File: src/rtl/sdac_pkg.sv
// Package: shared types and widths for the serial DAC frame receiver.
// Assumes one 16-bit frame: a 2-bit mode field followed by a 14-bit code.
package sdac_pkg;

    localparam int MODE_W  = 2;
    localparam int CODE_W  = 14;
    localparam int FRAME_W = MODE_W + CODE_W;

    typedef enum logic [MODE_W-1:0] {
        MODE_NORMAL = 2'b00,
        MODE_PD_A   = 2'b01,
        MODE_PD_B   = 2'b10,
        MODE_PD_C   = 2'b11
    } sdac_mode_e;

    typedef enum logic [1:0] {
        ST_IDLE  = 2'b00,
        ST_SHIFT = 2'b01,
        ST_HELD  = 2'b10,
        ST_SKIP  = 2'b11
    } sdac_state_e;

    typedef struct packed {
        sdac_mode_e          mode;
        logic [CODE_W-1:0]   code;
    } sdac_frame_t;

endpackage

File: src/rtl/sdac_edge_sync.sv
// Module: synchronises WIDTH asynchronous inputs through STAGES flops each,
// then gives the settled level and one-cycle rise and fall pulses.
// Assumes the inputs are idle high after reset (select and clock at rest).
module sdac_edge_sync #(
    parameter int WIDTH  = 3,
    parameter int STAGES = 2
) (
    input  logic             clk,
    input  logic             rst_n,
    input  logic [WIDTH-1:0] async_i,
    output logic [WIDTH-1:0] level_o,
    output logic [WIDTH-1:0] rise_o,
    output logic [WIDTH-1:0] fall_o
);

    for (genvar b = 0; b < WIDTH; b++) begin : g_bit
        logic [STAGES-1:0] chain_q;
        logic              prev_q;

        // Shift the input through the synchroniser chain and keep the last level.
        always_ff @(posedge clk) begin
            if (!rst_n) begin
                chain_q <= '1;
                prev_q  <= 1'b1;
            end else begin
                chain_q <= {chain_q[STAGES-2:0], async_i[b]};
                prev_q  <= chain_q[STAGES-1];
            end
        end

        // Derive the level and the edge pulses from the settled value.
        always_comb begin
            level_o[b] = chain_q[STAGES-1];
            rise_o[b]  = chain_q[STAGES-1] & ~prev_q;
            fall_o[b]  = ~chain_q[STAGES-1] & prev_q;
        end
    end

endmodule

File: src/rtl/sdac_gap_timer.sv
// Module: counts system clocks of frame-select high time and judges each
// select fall against MIN_GAP_CLKS. Keeps a sticky violation flag.
// Assumes the link is idle long enough at reset, so the counter starts saturated.
module sdac_gap_timer #(
    parameter int MIN_GAP_CLKS = 8
) (
    input  logic clk,
    input  logic rst_n,
    input  logic sel_high_i,
    input  logic sel_fall_i,
    output logic gap_ok_o,
    output logic viol_o
);

    localparam int CNT_W = $clog2(MIN_GAP_CLKS + 1);
    localparam logic [CNT_W-1:0] CNT_MAX = CNT_W'(MIN_GAP_CLKS);

    logic [CNT_W-1:0] high_cnt_q;
    logic             viol_q;

    // Count high cycles up to the minimum, and clear the count while the select is low.
    always_ff @(posedge clk) begin
        if (!rst_n) begin
            high_cnt_q <= CNT_MAX;
        end else if (!sel_high_i) begin
            high_cnt_q <= '0;
        end else if (high_cnt_q != CNT_MAX) begin
            high_cnt_q <= high_cnt_q + 1'b1;
        end
    end

    // Latch a violation when a frame starts before the minimum high time.
    always_ff @(posedge clk) begin
        if (!rst_n) begin
            viol_q <= 1'b0;
        end else if (sel_fall_i && (high_cnt_q != CNT_MAX)) begin
            viol_q <= 1'b1;
        end
    end

    assign gap_ok_o = (high_cnt_q == CNT_MAX);
    assign viol_o   = viol_q;

endmodule

File: src/rtl/sdac_shift_core.sv
// Module: frame state machine and shift register. Captures bits on serial
// clock falls while a frame is open, commits on the FRAME_W-th fall, aborts on
// an early select rise, and ignores frames that started too early.
// Assumes edge pulses come from the same synchroniser, so data and clock line up.
module sdac_shift_core
    import sdac_pkg::*;
#(
    parameter int FRAME_BITS = FRAME_W
) (
    input  logic                  clk,
    input  logic                  rst_n,
    input  logic                  sel_rise_i,
    input  logic                  sel_fall_i,
    input  logic                  sck_fall_i,
    input  logic                  sdat_i,
    input  logic                  gap_ok_i,
    output logic                  commit_o,
    output logic                  abort_o,
    output logic [FRAME_BITS-1:0] word_o
);

    localparam int BCNT_W = $clog2(FRAME_BITS + 1);
    localparam logic [BCNT_W-1:0] LAST_BIT = BCNT_W'(FRAME_BITS - 1);

    sdac_state_e           state_q;
    logic [FRAME_BITS-1:0] sreg_q;
    logic [BCNT_W-1:0]     bcnt_q;
    logic                  commit_q;
    logic                  abort_q;

    // Step the frame state, shift data bits in, and raise commit or abort pulses.
    always_ff @(posedge clk) begin
        if (!rst_n) begin
            state_q  <= ST_IDLE;
            sreg_q   <= '0;
            bcnt_q   <= '0;
            commit_q <= 1'b0;
            abort_q  <= 1'b0;
        end else begin
            commit_q <= 1'b0;
            abort_q  <= 1'b0;
            unique case (state_q)
                ST_IDLE: begin
                    if (sel_fall_i) begin
                        sreg_q  <= '0;
                        bcnt_q  <= '0;
                        state_q <= gap_ok_i ? ST_SHIFT : ST_SKIP;
                    end
                end
                ST_SHIFT: begin
                    if (sel_rise_i) begin
                        sreg_q  <= '0;
                        bcnt_q  <= '0;
                        abort_q <= 1'b1;
                        state_q <= ST_IDLE;
                    end else if (sck_fall_i) begin
                        sreg_q <= {sreg_q[FRAME_BITS-2:0], sdat_i};
                        bcnt_q <= bcnt_q + 1'b1;
                        if (bcnt_q == LAST_BIT) begin
                            commit_q <= 1'b1;
                            state_q  <= ST_HELD;
                        end
                    end
                end
                ST_HELD, ST_SKIP: begin
                    if (sel_rise_i) begin
                        state_q <= ST_IDLE;
                    end
                end
                default: state_q <= ST_IDLE;
            endcase
        end
    end

    assign commit_o = commit_q;
    assign abort_o  = abort_q;
    assign word_o   = sreg_q;

endmodule

File: src/rtl/sdac_frame_rx.sv
// Module: top of the serial DAC write-frame receiver. Synchronises the link,
// times the select high gap, assembles frames and holds the mode and code.
// Assumes clk runs several times faster than the serial clock.
module sdac_frame_rx
    import sdac_pkg::*;
#(
    parameter int SYNC_STAGES  = 2,
    parameter int MIN_GAP_CLKS = 8
) (
    input  logic              clk,
    input  logic              rst_n,
    input  logic              fsel_n_i,
    input  logic              sclk_i,
    input  logic              sdat_i,
    output logic [CODE_W-1:0] dac_code_o,
    output logic [MODE_W-1:0] dac_mode_o,
    output logic              pwr_down_o,
    output logic              upd_stb_o,
    output logic              abort_o,
    output logic              gap_viol_o
);

    localparam int IDX_SEL = 0;
    localparam int IDX_SCK = 1;
    localparam int IDX_DAT = 2;
    localparam int N_LINES = 3;

    logic [N_LINES-1:0] lvl, rise, fall;
    logic               gap_ok;
    logic               commit;
    logic [FRAME_W-1:0] word;
    sdac_frame_t        frame;
    sdac_frame_t        held_q;
    logic               stb_q;

    sdac_edge_sync #(
        .WIDTH  (N_LINES),
        .STAGES (SYNC_STAGES)
    ) u_sync (
        .clk     (clk),
        .rst_n   (rst_n),
        .async_i ({sdat_i, sclk_i, fsel_n_i}),
        .level_o (lvl),
        .rise_o  (rise),
        .fall_o  (fall)
    );

    sdac_gap_timer #(
        .MIN_GAP_CLKS (MIN_GAP_CLKS)
    ) u_gap (
        .clk        (clk),
        .rst_n      (rst_n),
        .sel_high_i (lvl[IDX_SEL]),
        .sel_fall_i (fall[IDX_SEL]),
        .gap_ok_o   (gap_ok),
        .viol_o     (gap_viol_o)
    );

    sdac_shift_core #(
        .FRAME_BITS (FRAME_W)
    ) u_core (
        .clk        (clk),
        .rst_n      (rst_n),
        .sel_rise_i (rise[IDX_SEL]),
        .sel_fall_i (fall[IDX_SEL]),
        .sck_fall_i (fall[IDX_SCK]),
        .sdat_i     (lvl[IDX_DAT]),
        .gap_ok_i   (gap_ok),
        .commit_o   (commit),
        .abort_o    (abort_o),
        .word_o     (word)
    );

    assign frame = sdac_frame_t'(word);

    // Load the held mode and code on a committed frame and pulse the strobe.
    always_ff @(posedge clk) begin
        if (!rst_n) begin
            held_q <= '{mode: MODE_NORMAL, code: '0};
            stb_q  <= 1'b0;
        end else begin
            stb_q <= commit;
            if (commit) begin
                held_q <= frame;
            end
        end
    end

    assign dac_code_o = held_q.code;
    assign dac_mode_o = held_q.mode;
    assign pwr_down_o = (held_q.mode != MODE_NORMAL);
    assign upd_stb_o  = stb_q;

endmodule

File: config.mk
export PLATFORM = sky130hd
export DESIGN_NAME = sdac_frame_rx
export DESIGN_NICKNAME = d
export VERILOG_FILES = /design/src/rtl/sdac_pkg.sv /design/src/rtl/sdac_edge_sync.sv /design/src/rtl/sdac_gap_timer.sv /design/src/rtl/sdac_shift_core.sv /design/src/rtl/sdac_frame_rx.sv
export SDC_FILE = /design/constraint.sdc
export NUM_CORES = 1
export LEC_CHECK = 0
export BUFFER_PORTS_ARGS = -buffer_cell sky130_fd_sc_hd__buf_2
export CORE_AREA = 2 2 77 79
export CTS_BUF_LIST = sky130_fd_sc_hd__clkbuf_16
export DETAILED_ROUTE_END_ITERATION = 8
export DIE_AREA = 0 0 79 81
export GPL_ROUTABILITY_DRIVEN = 0
export HOLD_SLACK_MARGIN = 0.03
export PLACE_DENSITY = 0.69
export SYNTH_ARGS = -nofsm -noshare
export SYNTH_HDL_FRONTEND = slang
export SYNTH_SLANG_ARGS = --single-unit
File: constraint.sdc
create_clock -name clk -period 2.5 [get_ports clk]
set_input_delay 0.375 -clock clk [delete_from_list [all_inputs] [get_ports clk]]
set_output_delay 0.375 -clock clk [all_outputs]
set_load 0.01 [all_outputs]
After elaboration in Yosys (flattened, before gate mapping):

Cells that the tools add are included.

* output and inout port bits: 20
* bits of input ports: 5
* logic and storage cells: 67
* bits in registers: 55

* add/subtract/negate cells: 2
* bitwise gates (word level): 9
* eq/ne operators: 11
* muxes and demuxes: 19
* reductions and logical operators: 10

Operators with widths (number)
* $mux 16: 3
* $pmux 16 s2: 1
* $mux 5: 3
* $mux 2: 6
* $pmux 5 s2: 1
* $mux 4: 2
* $ne 3x1->1 const B: 2
* $not 1->1: 6
* $pmux 2 s3: 1
* $add 5x1->5 const B: 1
* $eq 5x4->1 const B: 1
* $add 4x1->4 const B: 1
* $eq 2x2->1 const B: 2
* $eq 4x4->1 const B: 1
* $ne 2x1->1 const B: 2
* $ne 4x4->1 const B: 1
* $reduce_and 2->1: 2
* $reduce_and 4->1: 1
* $reduce_bool 2->1: 2
* $reduce_or 4->1: 1
* $and 1x1->1: 3
* $reduce_and 3->1: 1
* $eq 2x1->1 const B: 1
* $logic_not 2->1: 1
* 4 further kinds: 5

Depth between registers and ports, before layout:

* depth after elaboration: 5
* depth in mapped cells: 7
* depth with buffers taken out: 7

Modules after synthesis:

Synthesis repeated with hierarchy kept, for this count alone.

* cells, all modules: 232
* area, all modules: 2341.0 sq um

By module, submodules not included
* sdac_shift_core: cells an instance 127, instances 1, seq. area each 500.5 sq um, area each 1168.6 sq um
* sdac_frame_rx: cells an instance 54, instances 1, seq. area each 340.3 sq um, area each 649.4 sq um
* sdac_edge_sync: cells an instance 27, instances 1, seq. area each 180.2 sq um, area each 296.5 sq um
* sdac_gap_timer: cells an instance 24, instances 1, seq. area each 100.1 sq um, area each 226.5 sq um

Worst setup path after synthesis:

OpenSTA, ideal clock, no wires.

* path kind: register to register
* start point: register u_core.bcnt_q[0]
* end point: register u_core.state_q[0]
* path slack: 0.987 ns
* arrival: 1.443 ns
* cell stages (with the launch flop): 7
* buffers on the path: 0
* library setup time: 0.070 ns
* clock period less this slack: 1.513 ns
* data required time: 2.430 ns
* cells stage by stage: dfxtp_1 ha_1 and3_1 ha_1 and3b_1 a311o_1 a21oi_1

* cells in the longest elaborated chain, start to end: 3

Ends and longest elaborated chain
* start: declaration: RTL line sdac_shift_core.sv:27 `logic [BCNT_W-1:0] bcnt_q;`
* start signal: assignment: RTL line sdac_shift_core.sv:58 `bcnt_q <= bcnt_q + 1'b1;`
* $eq 5x4->1: RTL line sdac_shift_core.sv:59 `if (bcnt_q == LAST_BIT) begin`
* $ne 3x1->1 (no source line)
* $reduce_and 4->1 (no source line)
* end signal: assignment: RTL line sdac_shift_core.sv:47 `state_q <= gap_ok_i ? ST_SHIFT : ST_SKIP;`
* end: declaration: RTL line sdac_shift_core.sv:25 `sdac_state_e state_q;`

No other way between the ends.
A chain may end at the register's enable or synchronous reset.

Final worst setup path:

* start point: register u_sync.g_bit[0].chain_q[1]
* end point: register u_core.sreg_q[5], in the netlist u_core.word_o[5]

* cells in the longest elaborated chain, start to end: 4
* elaborated cells on any way between the ends: 8
* classes of those cells: eq/ne (2); mux (2); bitwise (3); reduce/logical (1)

Ends and longest elaborated chain
* start: declaration: RTL line sdac_edge_sync.sv:17 `logic [STAGES-1:0] chain_q;`
* start signal: assignment: RTL line sdac_edge_sync.sv:26 `chain_q <= {chain_q[STAGES-2:0], async_i[b]};`
* $not 1->1: RTL line sdac_edge_sync.sv:35 `fall_o[b] = ~chain_q[STAGES-1] & prev_q;`
* $and 1x1->1: RTL line sdac_edge_sync.sv:35
* $ne 2x2->1 (no source line)
* $reduce_and 3->1 (no source line)
* end signal: assignment: RTL line sdac_shift_core.sv:57 `sreg_q <= {sreg_q[FRAME_BITS-2:0], sdat_i};`
* end: declaration: RTL line sdac_shift_core.sv:26 `logic [FRAME_BITS-1:0] sreg_q;`

Parallel ways exist; a longest one is shown, timed or not.

==> impl_results.md <==
- Status: finished clean
- Max-cap violations: 0
- #FFs+latches synth: 55
- CTS H-tree lvls: 2
- Mapped cell area: 0.00214 mm^2
- Reg2Reg Depth: 4
- First-pass GRT wire length: 6500 um
- Area growth syn-to-layout: 14.4%
- Synth Instances: 227
- Register area share after synthesis: 51.6%
- Asr flop ratio synth: 0%
- Final wirelength: 3830 um
- Drt wl/cell: 12.0 um
- Critical Path RT: 2.72 ns
- Worst vdd ir: 0.529 mV
- Startpoint Class: register
- Post-route cell area: 0.00244 mm^2
- Final core occ: 43.1%
- Fin nets: 253
- Post-synth EDFFs: 0
- Residual DRC: 0
- Critical Path AT: 1.94 ns
- Stages on worst setup path: 4
- Crit path time final: 1.71 ns
- Initial antenna violation count: 0
- Vias per std cell: 5.06
- Placed Area: 0.00230 mm^2
- Tightest Hold Check Type: input port to register
- CTS Sinks: 55
- Antenna Nets Post-Route: 0
- # IOs: 25
- Mean Syn Cell Area: 9.41 um^2
- Worst path top cell family by delay: compound AO/OA/AOI/OAI gates
- Normalized max-slew margin: 47.3%
- Die Wd: 79 um
- Final setup fails: 0
- Post-synth cell types: 36
- Leakage: 0.915 nW
- Clk buf depth: 2
- Hold path depth: 2
- Clock root buffer: clkbuf_16
- Initial core utilization: 37.6%
- RSZ-0062 raised after global routing: false
- CP max stage delay: 0.64 ns
- Share of cells above drive strength 1: 15.5%
- Worst-path clk slew: 0.07 ns
- Ys flop type: dfxtp_1
- Vert. Die Dim: 81 um
- FP Rows: 28
- CP max stage cell: o21ai_2
- Number of max-slew violations in the final report: 0
- Fmax: 584 MHz
- Final Hold Vio Count: 0
- Setup crit end kind: register
- TritonCTS buffer count: 5
- IO buf count: 24
- Drt pass-1 iters: 4
- Hold Path Origin: sdat_i
- Drt first-iter violations: 107
- Clk_skew: 0.00489 ns
- N_diodes: 0
- Final period util: 68.5%
- Fin cells: 320
- Yosys warning count: 0
- Worst setup path category: register to register
- Worst Path Buf+Inv: 0
- R2R Path Start: u_sync.g_bit[0].chain_q[1]$_SDFF_PN1_
- Pre-CTS setup slack: 0.801 ns
- Largest net degree at the start of global routing: 25
- CTS tree: done
- Syn_nets: 236
- Vias in the first global route: 1440
- Final WS setup: 0.787 ns
- Total power: 1.74 mW
- CP Cell Sequence: and2b_1 > o21ai_2 > o21ai_0 > a21oi_1
- Total die area: 0.00640 mm^2
- Pwr/cell area: 710 mW/mm^2
- Worst Path Max Fanout: 23
- Core area: 0.00568 mm^2
- GRT overflow: 0
- WHS: 0.264 ns
- Hold buffers post-CTS: 0
- Post-CTS Resized: 0
- Setup Fix Bufs, Post-CTS: 0
- Critical Path Source: u_sync.g_bit[0].chain_q[1]$_SDFF_PN1_
- Clock latency on the worst-skew pair: 0.29 ns
- Tot GR Track Use: 12.9%
- Via Count: 1618
- Hpwl dp: 2430 um
- Dpl cells: 312
- Setup TNS: 0 ns
- Least-Margin Pin Slew: 0.790 ns
cell families after synthesis:
group                      count (synthesis)  share of synthesized area (%)
and+or+nand+nor                           74                           19.3
DFF                                       55                           51.6
AOI/OAI and AO/OA                         52                           13.6
buffers and inverters                     23                           4.51
muxes                                     16                           7.50
adders and majority gates                  4                           2.34
xor gates and xnor gates                   3                           1.23
cell usage after synthesis, types with 2 or more instances:
| cell type | instances | area (um^2) |
|---|---|---|
| a21boi_1 | 2 | 15.0 |
| a21oi_1 | 23 | 115 |
| and3_1 | 2 | 12.5 |
| and3b_1 | 2 | 17.5 |
| buf_2 | 4 | 20.0 |
| clkbuf_1 | 11 | 41.3 |
| dfxtp_1 | 55 | 1100 |
| ha_1 | 4 | 50.1 |
| inv_1 | 6 | 22.5 |
| mux2i_1 | 16 | 160 |
| nand2_1 | 6 | 22.5 |
| nand2b_1 | 10 | 62.6 |
| nand3_1 | 3 | 15.0 |
| nand4_1 | 17 | 106 |
| nand4b_1 | 2 | 17.5 |
| nor2_1 | 21 | 78.8 |
| nor3_1 | 2 | 10.0 |
| o21ai_0 | 19 | 95.1 |
| o31ai_1 | 2 | 15.0 |
| or4_1 | 2 | 15.0 |
| xnor2_1 | 3 | 26.3 |
metal layers:
metal	track usage, %	vias to the layer above	share of wire (%)
met5	0	-	0
met2	20.3	25	46
met4	5.17	0	0.89
li1	-	838	-
met3	3.11	2	3.2
met1	17.0	753	50
where the power goes:
group          internal (mW)  switching [mW]  total (mW)
registers              0.897          0.0162       0.913
logic                 0.0517          0.0959       0.148
clock network          0.371           0.304       0.675
flip-flops by register name, indices dropped and copies added, names as in the netlist:
name / flops
u_core.state_q: 2
u_core.bcnt_q: 5
upd_stb_o: 1
u_core.commit_o: 1
u_core.abort_o: 1
u_gap.viol_o: 1
dac_mode_o: 2
u_sync.g_bit.chain_q: 6
u_gap.high_cnt_q: 4
dac_code_o: 14
u_core.word_o: 16
u_sync.g_bit.prev_q: 2
final timing paths:
kind / endpoint / slack, ns
worst max-delay path: u_core.word_o[5]$_SDFFE_PN0P_ / 0.79
worst min register to register: u_sync.g_bit[2].chain_q[1]$_SDFF_PN1_ / 0.41
worst min-delay path: u_sync.g_bit[2].chain_q[0]$_SDFF_PN1_ / 0.26
worst max register to register: u_core.word_o[5]$_SDFFE_PN0P_ / 0.79
layout by cell type (no fill, tap or decap), drive strengths merged, types with 4 or more instances in the layout:
master / count
clkbuf: 5
dfxtp: 55
nand2: 6
buf: 27
nand4: 17
inv: 8
nor2: 21
o21ai: 20
mux2i: 16
ha: 4
a21oi: 23
nand2b: 11
layout make-up:
| class | count | area, um^2 |
|---|---|---|
| fill | 577 | 3230 |
| sequential | 55 | 1100 |
| multi-input combinational | 149 | 938 |
| timing repair buffer | 27 | 143 |
| clock buffer | 5 | 125 |
| tap | 75 | 93.8 |
| inverter | 6 | 22.5 |
| clock inverter | 3 | 20.0 |
No activity file was read; power rests on OpenSTA's default activity.
